===== config.mk =====
export PLATFORM = sky130hd
export DESIGN_NAME = ssh_top
export DESIGN_NICKNAME = d
export VERILOG_FILES = /design/src/rtl/ssh_pkg.sv /design/src/rtl/ssh_sync.sv /design/src/rtl/ssh_ramp.sv /design/src/rtl/ssh_ctrl.sv /design/src/rtl/ssh_top.sv
export SDC_FILE = /design/constraint.sdc
export NUM_CORES = 1
export LEC_CHECK = 0
export ABC_AREA = 1
export BUFFER_PORTS_ARGS = -buffer_cell sky130_fd_sc_hd__buf_2
export CORE_MARGIN = 2
export CORE_UTILIZATION = 60
export CTS_CLUSTER_DIAMETER = 80
export DETAILED_ROUTE_END_ITERATION = 8
export PLACE_DENSITY = 0.82
export SYNTH_ARGS = -nofsm -noshare
export SYNTH_HDL_FRONTEND = slang
export SYNTH_SLANG_ARGS = --single-unit
export TNS_END_PERCENT = 20

===== constraint.sdc =====
create_clock -name clk -period 4.4 [get_ports clk]
set_input_delay 0.22 -clock clk [delete_from_list [all_inputs] [get_ports clk]]
set_output_delay 0.22 -clock clk [all_outputs]
set_load 0.01 [all_outputs]

===== src/rtl/ssh_pkg.sv =====
package ssh_pkg;

    typedef enum logic [1:0] {
        ST_OFF  = 2'd0,
        ST_INIT = 2'd1,
        ST_RAMP = 2'd2,
        ST_HOLD = 2'd3
    } ssh_state_e;

    typedef struct packed {
        logic sd;
        logic uv_b;
        logic uv_a;
        logic rdy_b;
        logic rdy_a;
    } ssh_inputs_t;

endpackage


===== src/rtl/ssh_sync.sv =====
module ssh_sync #(
    parameter int W = 1
) (
    input  logic         clk,
    input  logic         rst_n,
    input  logic [W-1:0] d,
    output logic [W-1:0] q
);

    typedef struct packed {
        logic [W-1:0] meta;
        logic [W-1:0] stab;
    } sync_t;

    sync_t s_d, s_q;

    always_comb begin
        s_d.meta = d;
        s_d.stab = s_q.meta;
    end

    always_ff @(posedge clk or negedge rst_n) begin
        if (!rst_n) s_q <= '0;
        else        s_q <= s_d;
    end

    assign q = s_q.stab;

endmodule


===== src/rtl/ssh_ramp.sv =====
module ssh_ramp #(
    parameter int CODE_W      = 8,
    parameter int STEP_COUNT  = 27,
    parameter int STEP_INC    = 4,
    parameter int UNMASK_STEP = 7,
    localparam int STEP_W     = $clog2(STEP_COUNT + 1)
) (
    input  logic              clk,
    input  logic              rst_n,
    input  logic              clr,
    input  logic              adv,
    output logic [CODE_W-1:0] code,
    output logic              last_step,
    output logic              unmasked
);

    typedef struct packed {
        logic [STEP_W-1:0] step;
        logic [CODE_W-1:0] code;
    } ramp_t;

    ramp_t r_d, r_q;

    always_comb begin
        r_d = r_q;
        if (clr) begin
            r_d.step = '0;
            r_d.code = '0;
        end else if (adv) begin
            r_d.step = r_q.step + STEP_W'(1);
            r_d.code = r_q.code + CODE_W'(STEP_INC);
        end
    end

    always_ff @(posedge clk or negedge rst_n) begin
        if (!rst_n) r_q <= '0;
        else        r_q <= r_d;
    end

    assign code      = r_q.code;
    assign last_step = (r_q.step == STEP_W'(STEP_COUNT - 1));
    assign unmasked  = (r_q.step >= STEP_W'(UNMASK_STEP));

endmodule


===== src/rtl/ssh_ctrl.sv =====
module ssh_ctrl
    import ssh_pkg::*;
#(
    parameter int INIT_TICKS   = 3,
    parameter int BLANK_CYCLES = 3,
    localparam int IW          = $clog2(INIT_TICKS + 1),
    localparam int BW          = $clog2(BLANK_CYCLES + 1)
) (
    input  logic clk,
    input  logic rst_n,
    input  logic tick,
    input  logic run_ok,
    input  logic uv_any,
    input  logic last_step,
    input  logic unmasked,
    output logic ramp_clr,
    output logic ramp_adv,
    output logic drv_en,
    output logic done,
    output logic fault
);

    typedef struct packed {
        ssh_state_e    state;
        logic [IW-1:0] init_cnt;
        logic [BW-1:0] blank_left;
        logic          fault;
        logic          done;
        logic          en;
    } ctrl_t;

    ctrl_t c_d, c_q;
    logic  live_cycle;
    logic  uv_live;

    always_comb begin
        c_d        = c_q;
        ramp_clr   = 1'b0;
        ramp_adv   = 1'b0;
        live_cycle = (c_q.blank_left == '0);
        uv_live    = live_cycle && uv_any &&
                     ((c_q.state == ST_RAMP && unmasked) || c_q.state == ST_HOLD);

        if (!run_ok) begin
            c_d.state      = ST_OFF;
            c_d.init_cnt   = '0;
            c_d.blank_left = '0;
            c_d.fault      = 1'b0;
            c_d.done       = 1'b0;
            c_d.en         = 1'b0;
            ramp_clr       = 1'b1;
        end else if (uv_live) begin
            c_d.state      = ST_INIT;
            c_d.init_cnt   = '0;
            c_d.blank_left = BW'(BLANK_CYCLES);
            c_d.fault      = 1'b1;
            c_d.done       = 1'b0;
            c_d.en         = 1'b0;
            ramp_clr       = 1'b1;
        end else begin
            unique case (c_q.state)
                ST_OFF: begin
                    c_d.state    = ST_INIT;
                    c_d.init_cnt = '0;
                    c_d.en       = 1'b1;
                    ramp_clr     = 1'b1;
                end
                ST_INIT: begin
                    if (tick) begin
                        if (c_q.init_cnt == IW'(INIT_TICKS - 1)) begin
                            c_d.state    = ST_RAMP;
                            c_d.init_cnt = '0;
                        end else begin
                            c_d.init_cnt = c_q.init_cnt + IW'(1);
                        end
                    end
                end
                ST_RAMP: begin
                    if (tick) begin
                        if (last_step && !live_cycle) begin
                            ramp_clr       = 1'b1;
                            c_d.state      = ST_INIT;
                            c_d.init_cnt   = '0;
                            c_d.blank_left = c_q.blank_left - BW'(1);
                            if (c_q.blank_left == BW'(1)) begin
                                c_d.fault = 1'b0;
                                c_d.en    = 1'b1;
                            end
                        end else begin
                            ramp_adv = 1'b1;
                            if (last_step) begin
                                c_d.state = ST_HOLD;
                                c_d.done  = 1'b1;
                            end
                        end
                    end
                end
                ST_HOLD: begin
                    c_d.state = ST_HOLD;
                end
                default: c_d.state = ST_OFF;
            endcase
        end
    end

    always_ff @(posedge clk or negedge rst_n) begin
        if (!rst_n) begin
            c_q       <= '0;
            c_q.state <= ST_OFF;
        end else begin
            c_q <= c_d;
        end
    end

    assign drv_en = c_q.en;
    assign done   = c_q.done;
    assign fault  = c_q.fault;

endmodule


===== src/rtl/ssh_top.sv =====
module ssh_top
    import ssh_pkg::*;
#(
    parameter int CODE_W       = 8,
    parameter int STEP_COUNT   = 27,
    parameter int STEP_INC     = 4,
    parameter int INIT_TICKS   = 3,
    parameter int UNMASK_STEP  = 7,
    parameter int BLANK_CYCLES = 3,
    localparam int FINAL_CODE  = STEP_COUNT * STEP_INC,
    localparam int IN_W        = $bits(ssh_inputs_t)
) (
    input  logic              clk,
    input  logic              rst_n,
    input  logic              step_tick,
    input  logic              rdy_a,
    input  logic              rdy_b,
    input  logic              uv_a,
    input  logic              uv_b,
    input  logic              shutdown_req,
    output logic [CODE_W-1:0] ref_code,
    output logic              drv_en,
    output logic              ss_done,
    output logic              fault
);

    ssh_inputs_t raw_in, syn_in;
    logic [IN_W-1:0] syn_vec;
    logic run_ok, uv_any;
    logic ramp_clr, ramp_adv, last_step, unmasked;

    always_comb begin
        raw_in.sd    = shutdown_req;
        raw_in.uv_b  = uv_b;
        raw_in.uv_a  = uv_a;
        raw_in.rdy_b = rdy_b;
        raw_in.rdy_a = rdy_a;
    end

    ssh_sync #(.W(IN_W)) u_sync (
        .clk   (clk),
        .rst_n (rst_n),
        .d     (raw_in),
        .q     (syn_vec)
    );

    assign syn_in = ssh_inputs_t'(syn_vec);
    assign run_ok = syn_in.rdy_a & syn_in.rdy_b & ~syn_in.sd;
    assign uv_any = syn_in.uv_a | syn_in.uv_b;

    ssh_ctrl #(
        .INIT_TICKS   (INIT_TICKS),
        .BLANK_CYCLES (BLANK_CYCLES)
    ) u_ctrl (
        .clk       (clk),
        .rst_n     (rst_n),
        .tick      (step_tick),
        .run_ok    (run_ok),
        .uv_any    (uv_any),
        .last_step (last_step),
        .unmasked  (unmasked),
        .ramp_clr  (ramp_clr),
        .ramp_adv  (ramp_adv),
        .drv_en    (drv_en),
        .done      (ss_done),
        .fault     (fault)
    );

    ssh_ramp #(
        .CODE_W      (CODE_W),
        .STEP_COUNT  (STEP_COUNT),
        .STEP_INC    (STEP_INC),
        .UNMASK_STEP (UNMASK_STEP)
    ) u_ramp (
        .clk       (clk),
        .rst_n     (rst_n),
        .clr       (ramp_clr),
        .adv       (ramp_adv),
        .code      (ref_code),
        .last_step (last_step),
        .unmasked  (unmasked)
    );

endmodule


### Yosys cells after proc, flatten, opt, wreduce, memory -nomap -nowiden

Index checks and enable logic that the tools add are counted.

| storage, ports and cells | value |
|---|---|
| flip-flop bits (word level) | 32 |
| bits in latches | 0 |
| memory bits (writable) | 0 |
| bits in read-only memories | 0 |
| bits of input ports | 8 |
| output and inout bits | 11 |
| word-level logic and storage cells | 84 |
| memories | 0 |

| cells by class | value |
|---|---|
| add/sub/neg operators | 4 |
| multipliers | 0 |
| div/mod/pow operators | 0 |
| order comparisons | 1 |
| equality and inequality tests | 20 |
| shift-type cells | 0 |
| muxes and demuxes | 30 |
| bitwise gates (word level) | 4 |
| reductions and logical operators | 15 |

Operators by type and width:

| kind | count |
|---|---|
| 9-bit 2-to-1 mux | 3 |
| 13-bit 2-to-1 mux | 2 |
| 4-bit != test, second input constant | 6 |
| 4-bit AND reduction | 5 |
| 3-bit != test, second input constant | 6 |
| 1-bit 2-to-1 mux | 14 |
| 5-bit != test, second input constant | 2 |
| 8-bit by 3-bit adder with 8-bit output, second input constant | 1 |
| 2-bit 2-to-1 mux | 4 |
| 4-bit 2-to-1 mux | 2 |
| 2-bit one-hot mux with 4 select lines | 1 |
| 2-bit == test, second input constant | 3 |
| 2-bit one-hot mux with 3 select lines | 1 |
| 5-bit by 1-bit adder with 5-bit output, second input constant | 1 |
| 5-bit == test, second input constant | 1 |
| 5-bit by 3-bit greater-or-equal comparator with 1-bit output, second input constant | 1 |
| 5-bit 2-to-1 mux | 1 |
| 2-bit by 1-bit == test with 1-bit output, second input constant | 2 |
| 1-bit logical AND | 4 |
| 2-bit logical NOT | 2 |
| 1-bit one-hot mux with 2 select lines | 2 |
| 3-bit AND reduction | 1 |
| 2-bit by 1-bit adder with 2-bit output, second input constant | 1 |
| 1-bit bitwise AND | 2 |
| 6 further kinds | 6 |

### Depth between registers and ports, before layout

| logic depth | value |
|---|---|
| word-level depth | 10 |
| gate-level depth with buffers | 13 |
| mapped depth without buffers | 12 |

### By module

From an unflattened synthesis, not the netlist that was laid out.

| unflattened totals | value |
|---|---|
| cell total of the unflattened synthesis | 187 |
| area total of the unflattened synthesis | 1619.1 sq um |

By module, submodules not included:

| module | times used | cells an instance | area an instance (sq um) | seq. area each (sq um) |
|---|---|---|---|---|
| ssh_ctrl | 1 | 94 | 698.2 | 225.2 |
| ssh_ramp | 1 | 80 | 656.9 | 275.3 |
| ssh_sync | 1 | 10 | 250.2 | 250.2 |
| ssh_top | 1 | 3 | 13.8 | 0.0 |

### Worst setup path after synthesis

No wires, ideal clock.

| path | value |
|---|---|
| path kind | register -> register |
| start | register u_ctrl.c_q[7] (netlist bit) |
| end | register u_ctrl.c_q[8] (netlist bit) |
| library setup time | 0.118 ns |
| arrival time | 1.413 ns |
| data required time | 4.282 ns |
| path slack | 2.869 ns |
| stages on the path, launching flop included | 11 |
| path buffers | 1 |
| clock period less this slack | 1.531 ns |
| cells stage by stage | dfrtp_1 > inv_1 > ha_1 > nand2_1 > nand2_2 > nand2_4 > buf_6 > nand3_1 > nand3_1 > nand2_1 > nand2_1 |

| between the ends | value |
|---|---|
| cells in the longest elaborated chain, start to end | 6 |
| elaborated cells on any way between the ends | 15 |
| classes of those cells | eq/ne (7); mux (3); reduce/logical (5) |

RTL lines:

| element | line | RTL |
|---|---|---|
| from (decl) | ssh_ctrl.sv:32 | `ctrl_t c_d, c_q;` |
| 2-bit == test | ssh_ctrl.sv:42, ssh_ctrl.sv:61 |  |
| 1-bit logical AND | ssh_ctrl.sv:42 | `((c_q.state == ST_RAMP && unmasked) \|\| c_q.state == ST_HOLD);` |
| 1-bit logical OR | ssh_ctrl.sv:42 |  |
| 1-bit logical AND | ssh_ctrl.sv:41 | `uv_live = live_cycle && uv_any &&` |
| 5-bit != test (no line) (tied with other cells) | - |  |
| 4-bit AND reduction (no line) or 9-bit 2-to-1 mux (tied branches) | - |  |

Parallel ways exist; a longest one is shown, timed or not.
A chain may end at the register's enable or synchronous reset.

### Worst setup path in the final report

| path | value |
|---|---|
| start | register u_ramp.r_q[8] (netlist bit) |
| end | register u_ramp.r_q (netlist bit u_ramp.code[4]) |

| between the ends | value |
|---|---|
| cells in the longest elaborated chain, start to end | 8 |
| elaborated cells on any way between the ends | 18 |
| classes of those cells | order compare (1); eq/ne (1); mux (11); reduce/logical (5) |

RTL lines:

| element | line | RTL |
|---|---|---|
| from (decl) | ssh_ramp.sv:22 | `ramp_t r_d, r_q;` |
| from (signal assigned) | ssh_ramp.sv:37 | `else r_q <= r_d;` |
| 5-bit == test | ssh_ramp.sv:41 | `assign last_step = (r_q.step == STEP_W'(STEP_COUNT - 1));` |
| 1-bit logical AND | ssh_ctrl.sv:80 | `if (last_step && !live_cycle) begin` |
| 1-bit 2-to-1 mux | ssh_ctrl.sv:80 |  |
| 1-bit 2-to-1 mux | ssh_ctrl.sv:79 | `if (tick) begin` |
| 1-bit one-hot mux with 2 select lines or 1-bit 2-to-1 mux (tied branches) | ssh_ctrl.sv:61 | `unique case (c_q.state)` |
| 1-bit 2-to-1 mux | ssh_ctrl.sv:52 | `end else if (uv_live) begin` |
| 1-bit 2-to-1 mux | ssh_ctrl.sv:44 | `if (!run_ok) begin` |
| 13-bit 2-to-1 mux or 2-bit nonzero test (tied branches) | - |  |

Parallel ways exist; a longest one is shown, timed or not.

==> reports/metrics.cfg <==
[run_status]
status=finished, final reports clean

[cells_and_area]
syn_to_final_growth_pct=9.02
fin_nets=233
final_util=0.681
insertedDiodeCount=0
drive_above_1_share=0.190

[synth]
synth.distinct_cells=30
synth_top_family_by_area=simple AND/OR/NAND/NOR gates
synthMuxAreaShare=0
ys.warnings.count=0
synthAdderAreaFrac=0.0740
synth_compound_area_frac=0.0680
netlist_instances=196
ys_ff_latch=30
synth_xor_area_frac=0.0207
syn_area_sq_mm=0.00169
ys_seq_area_frac=0.444
synthSimpleGateAreaFrac=0.287
synth_area_per_cell_sq_um=8.63

[power_and_ir_drop]
clkPwrFrac=0.359
power.switching_uw=119
swShare=0.243
leakagePower_nw=0.935
seq_power_share=0.583
p_per_area_mw_per_mm2=264
irDropWorstVdd_uv=326
p_int_uw=369
power_frac_comb=0.058

[critical_path]
r2r_cells=10
worst_path_max_delay_cell=dfrtp_1
crit_arrival_ns=2.21
path_max_fanout=15
worst_r2r_endpoint=u_ramp.code[4]
r2r_slack_ns=2.45
worstPathRequired_ns=4.66
reg2reg_from=u_ramp.r_q[8]
path_buf_inv=1
crit_path_start_kind=flop
critPathMostFrequentCell=nand2_1
crit_family=simple AND/OR/NAND/NOR gates
slowest_delay_ns=0.43
cp-end-kind=flop
path_class=reg2reg
path_cells=ha_1 > nand2_1 > nand3_1 > nand2_1 > nand2_2 > nand2_4 > nand3_2 > inv_2 > nand2_1 > a21oi_1

[run]
maxCapViolCount=0

[timing]
fmax_mhz=512
maxSlewHeadroom=0.571
finClkSkew_ns=0.0154
final_max_slew_viol_count=0
period_minus_slack_ns=1.95
hold_viol_final=0
worst_pin_slew_ns=0.643
hold_slack_ns=0.340
setup_violations=0
rsz0062_at_grt=false
finalSetupTns_ns=0
post-route-period-util=0.444

[clock_tree]
cts_tree=yes
cts.path.max_buffers=2
path_clk_slew_ns=0.11
cts_root_buf=clkbuf_4
h-tree-depth=2
cts_setup_buffers=0
cts_buffers=5
cts.repair.resized=0
clock_latency_ns=0.34
cts_sinks=30

[die]
core-area_sq_mm=0.00271
io_pins=19
die_area_sq_mm=0.00326
start_util=0.624
rows=19
die_w_um=57.1
die_h_um=57.1

[route]
wl_mm=3.06
ant_nets=0
first_pass_iters=4
dr_total_vias=1305
post-route-drc-count=0
first_iter_violations=33
vias_per_cell=5.28
wl_per_cell_um=12.4

[grt]
grt_pass1_wl_mm=5.56
grt_max_degree=31
antenna_found_initial=0
grt_usage=0.225
grt_pass1_vias=1271
grt_overflow=0

[placed_design]
dp_hpwl_mm=2.24
place_congestion=0.814
portBuffers=16

[worst_hold_path]
hp-class=reg2reg
hold_depth=0
min_to=u_sync.q[1]
min-delay-start=u_sync.s_d[1]

[metrics by stage]
stage          power (mW)  instances  cell area [sq um]  worst slack, ns
5_1_grt             0.512        247               1840             2.21
6_report            0.488        247               1840             2.45
4_1_cts             0.491        247               1840             2.43
2_1_floorplan       0.303        197               1700             2.87
3_3_place_gp        0.313        233               1720             2.56
3_5_place_dp        0.314        233               1720             2.45
[routing by layer]
layer  GRT usage  up-vias  routed length, um
met1       0.269      617               1270
met2       0.378       28               1620
met5           0        -                  0
met3      0.0703        8                113
met4      0.0897        0                 58
li1            -      652                  -
[Yosys cell counts]
cell / count / share of area
xnor2_1: 2 / 0.010
nand4_1: 3 / 0.011
nand2_4: 1 / 0.0067
nand3_1: 14 / 0.041
or2_2: 1 / 0.0037
clkinv_1: 1 / 0.0022
nor2_4: 1 / 0.0067
nand2_2: 4 / 0.015
buf_6: 3 / 0.020
a31oi_1: 1 / 0.0037
conb_1: 1 / 0.0022
buf_4: 8 / 0.036
and3_1: 1 / 0.0037
nand3b_1: 6 / 0.027
o21ai_0: 7 / 0.021
nor3_1: 3 / 0.0089
nand4_2: 1 / 0.0074
nand2_1: 39 / 0.087
inv_1: 19 / 0.042
a21oi_1: 7 / 0.021
o211ai_2: 1 / 0.0074
dfrtp_1: 30 / 0.44
nor2_2: 2 / 0.0074
o21ai_1: 2 / 0.0059
nand3_2: 3 / 0.018
nor2_1: 20 / 0.044
inv_2: 2 / 0.0044
xor2_1: 2 / 0.010
a21oi_4: 1 / 0.0096
ha_1: 10 / 0.074
[power by group through the flow]
stage	Clock (mW)	Sequential (mW)	Combinational, mW
floorplan	0	0.289	0.0142
global placement	0	0.289	0.0237
detailed placement	0	0.290	0.0243
CTS	0.179	0.284	0.0284
global route	0.195	0.285	0.0322
finish	0.175	0.284	0.0281
[worst register-to-register path: stages (launching register included)]
cell,delay (ns)
dfrtp_1,0.43
ha_1,0.24
nand2_1,0.09
nand3_1,0.09
nand2_1,0.08
nand2_2,0.06
nand2_4,0.16
nand3_2,0.28
inv_2,0.23
nand2_1,0.07
a21oi_1,0.15
[layout by cell type, fill, tap and decap left out, types with 3 or more instances in the layout]
| cell type | n |
|---|---|
| nand2_1 | 39 |
| dfrtp_1 | 30 |
| nor2_1 | 20 |
| inv_1 | 19 |
| buf_2 | 16 |
| nand3_1 | 14 |
| ha_1 | 10 |
| o21ai_0 | 7 |
| a21oi_1 | 7 |
| nand3b_1 | 6 |
| dlygate4sd3_1 | 6 |
| clkbuf_4 | 5 |
| nand2_2 | 4 |
| nand3_2 | 3 |
| nor3_1 | 3 |
| nand4_1 | 3 |
[final cells by class]
| class | instances | area, sq um |
|---|---|---|
| multi-input cells | 134 | 768 |
| clock buffers | 6 | 51.3 |
| inverters | 22 | 82.6 |
| repair buffers | 22 | 140 |
| clock inverters | 2 | 12.5 |
| well taps | 31 | 38.8 |
| flip-flops and latches | 30 | 751 |
| fillers | 217 | 866 |
[cell families (layout without fill, tap and decap cells)]
group           count (synthesis)  after routing
other cells                     1              2
buf+inv                        33             52
fa+ha+maj                      10             10
flops                          30             30
xor+xnor                        4              4
compound gates                 19             19
simple gates                   99             99
[timing repair]
item	CTS	global route
hold buffers	6	0
setup endpoints to repair	0	0
hold endpoints to repair	35	0
[how the worst max path moves through the flow]
stage,startpoint,to,slack [ns],depth (start not counted)
after detailed placement,u_ctrl.c_q[7],u_ramp.code[4],2.45,9
after floorplan,u_ctrl.c_q[7],u_ctrl.c_q[8],2.87,10
after CTS,u_ramp.r_q[8],u_ramp.r_q[9],2.43,10
after global routing,u_ramp.r_q[9],u_ramp.code[4],2.21,10
final,u_ramp.r_q[8],u_ramp.code[4],2.45,10
after global placement,u_ramp.r_q[9],u_ramp.code[4],2.56,10
[sequential cells by signal, summed over array words and instances, names as in the netlist]
name,flops
u_ctrl.drv_en,1
u_ramp.code,6
u_sync.s_d,5
u_ctrl.done,1
u_ramp.r_q,5
u_ctrl.c_q,6
u_sync.q,5
u_ctrl.fault,1
(Power assumes the default switching activity.)
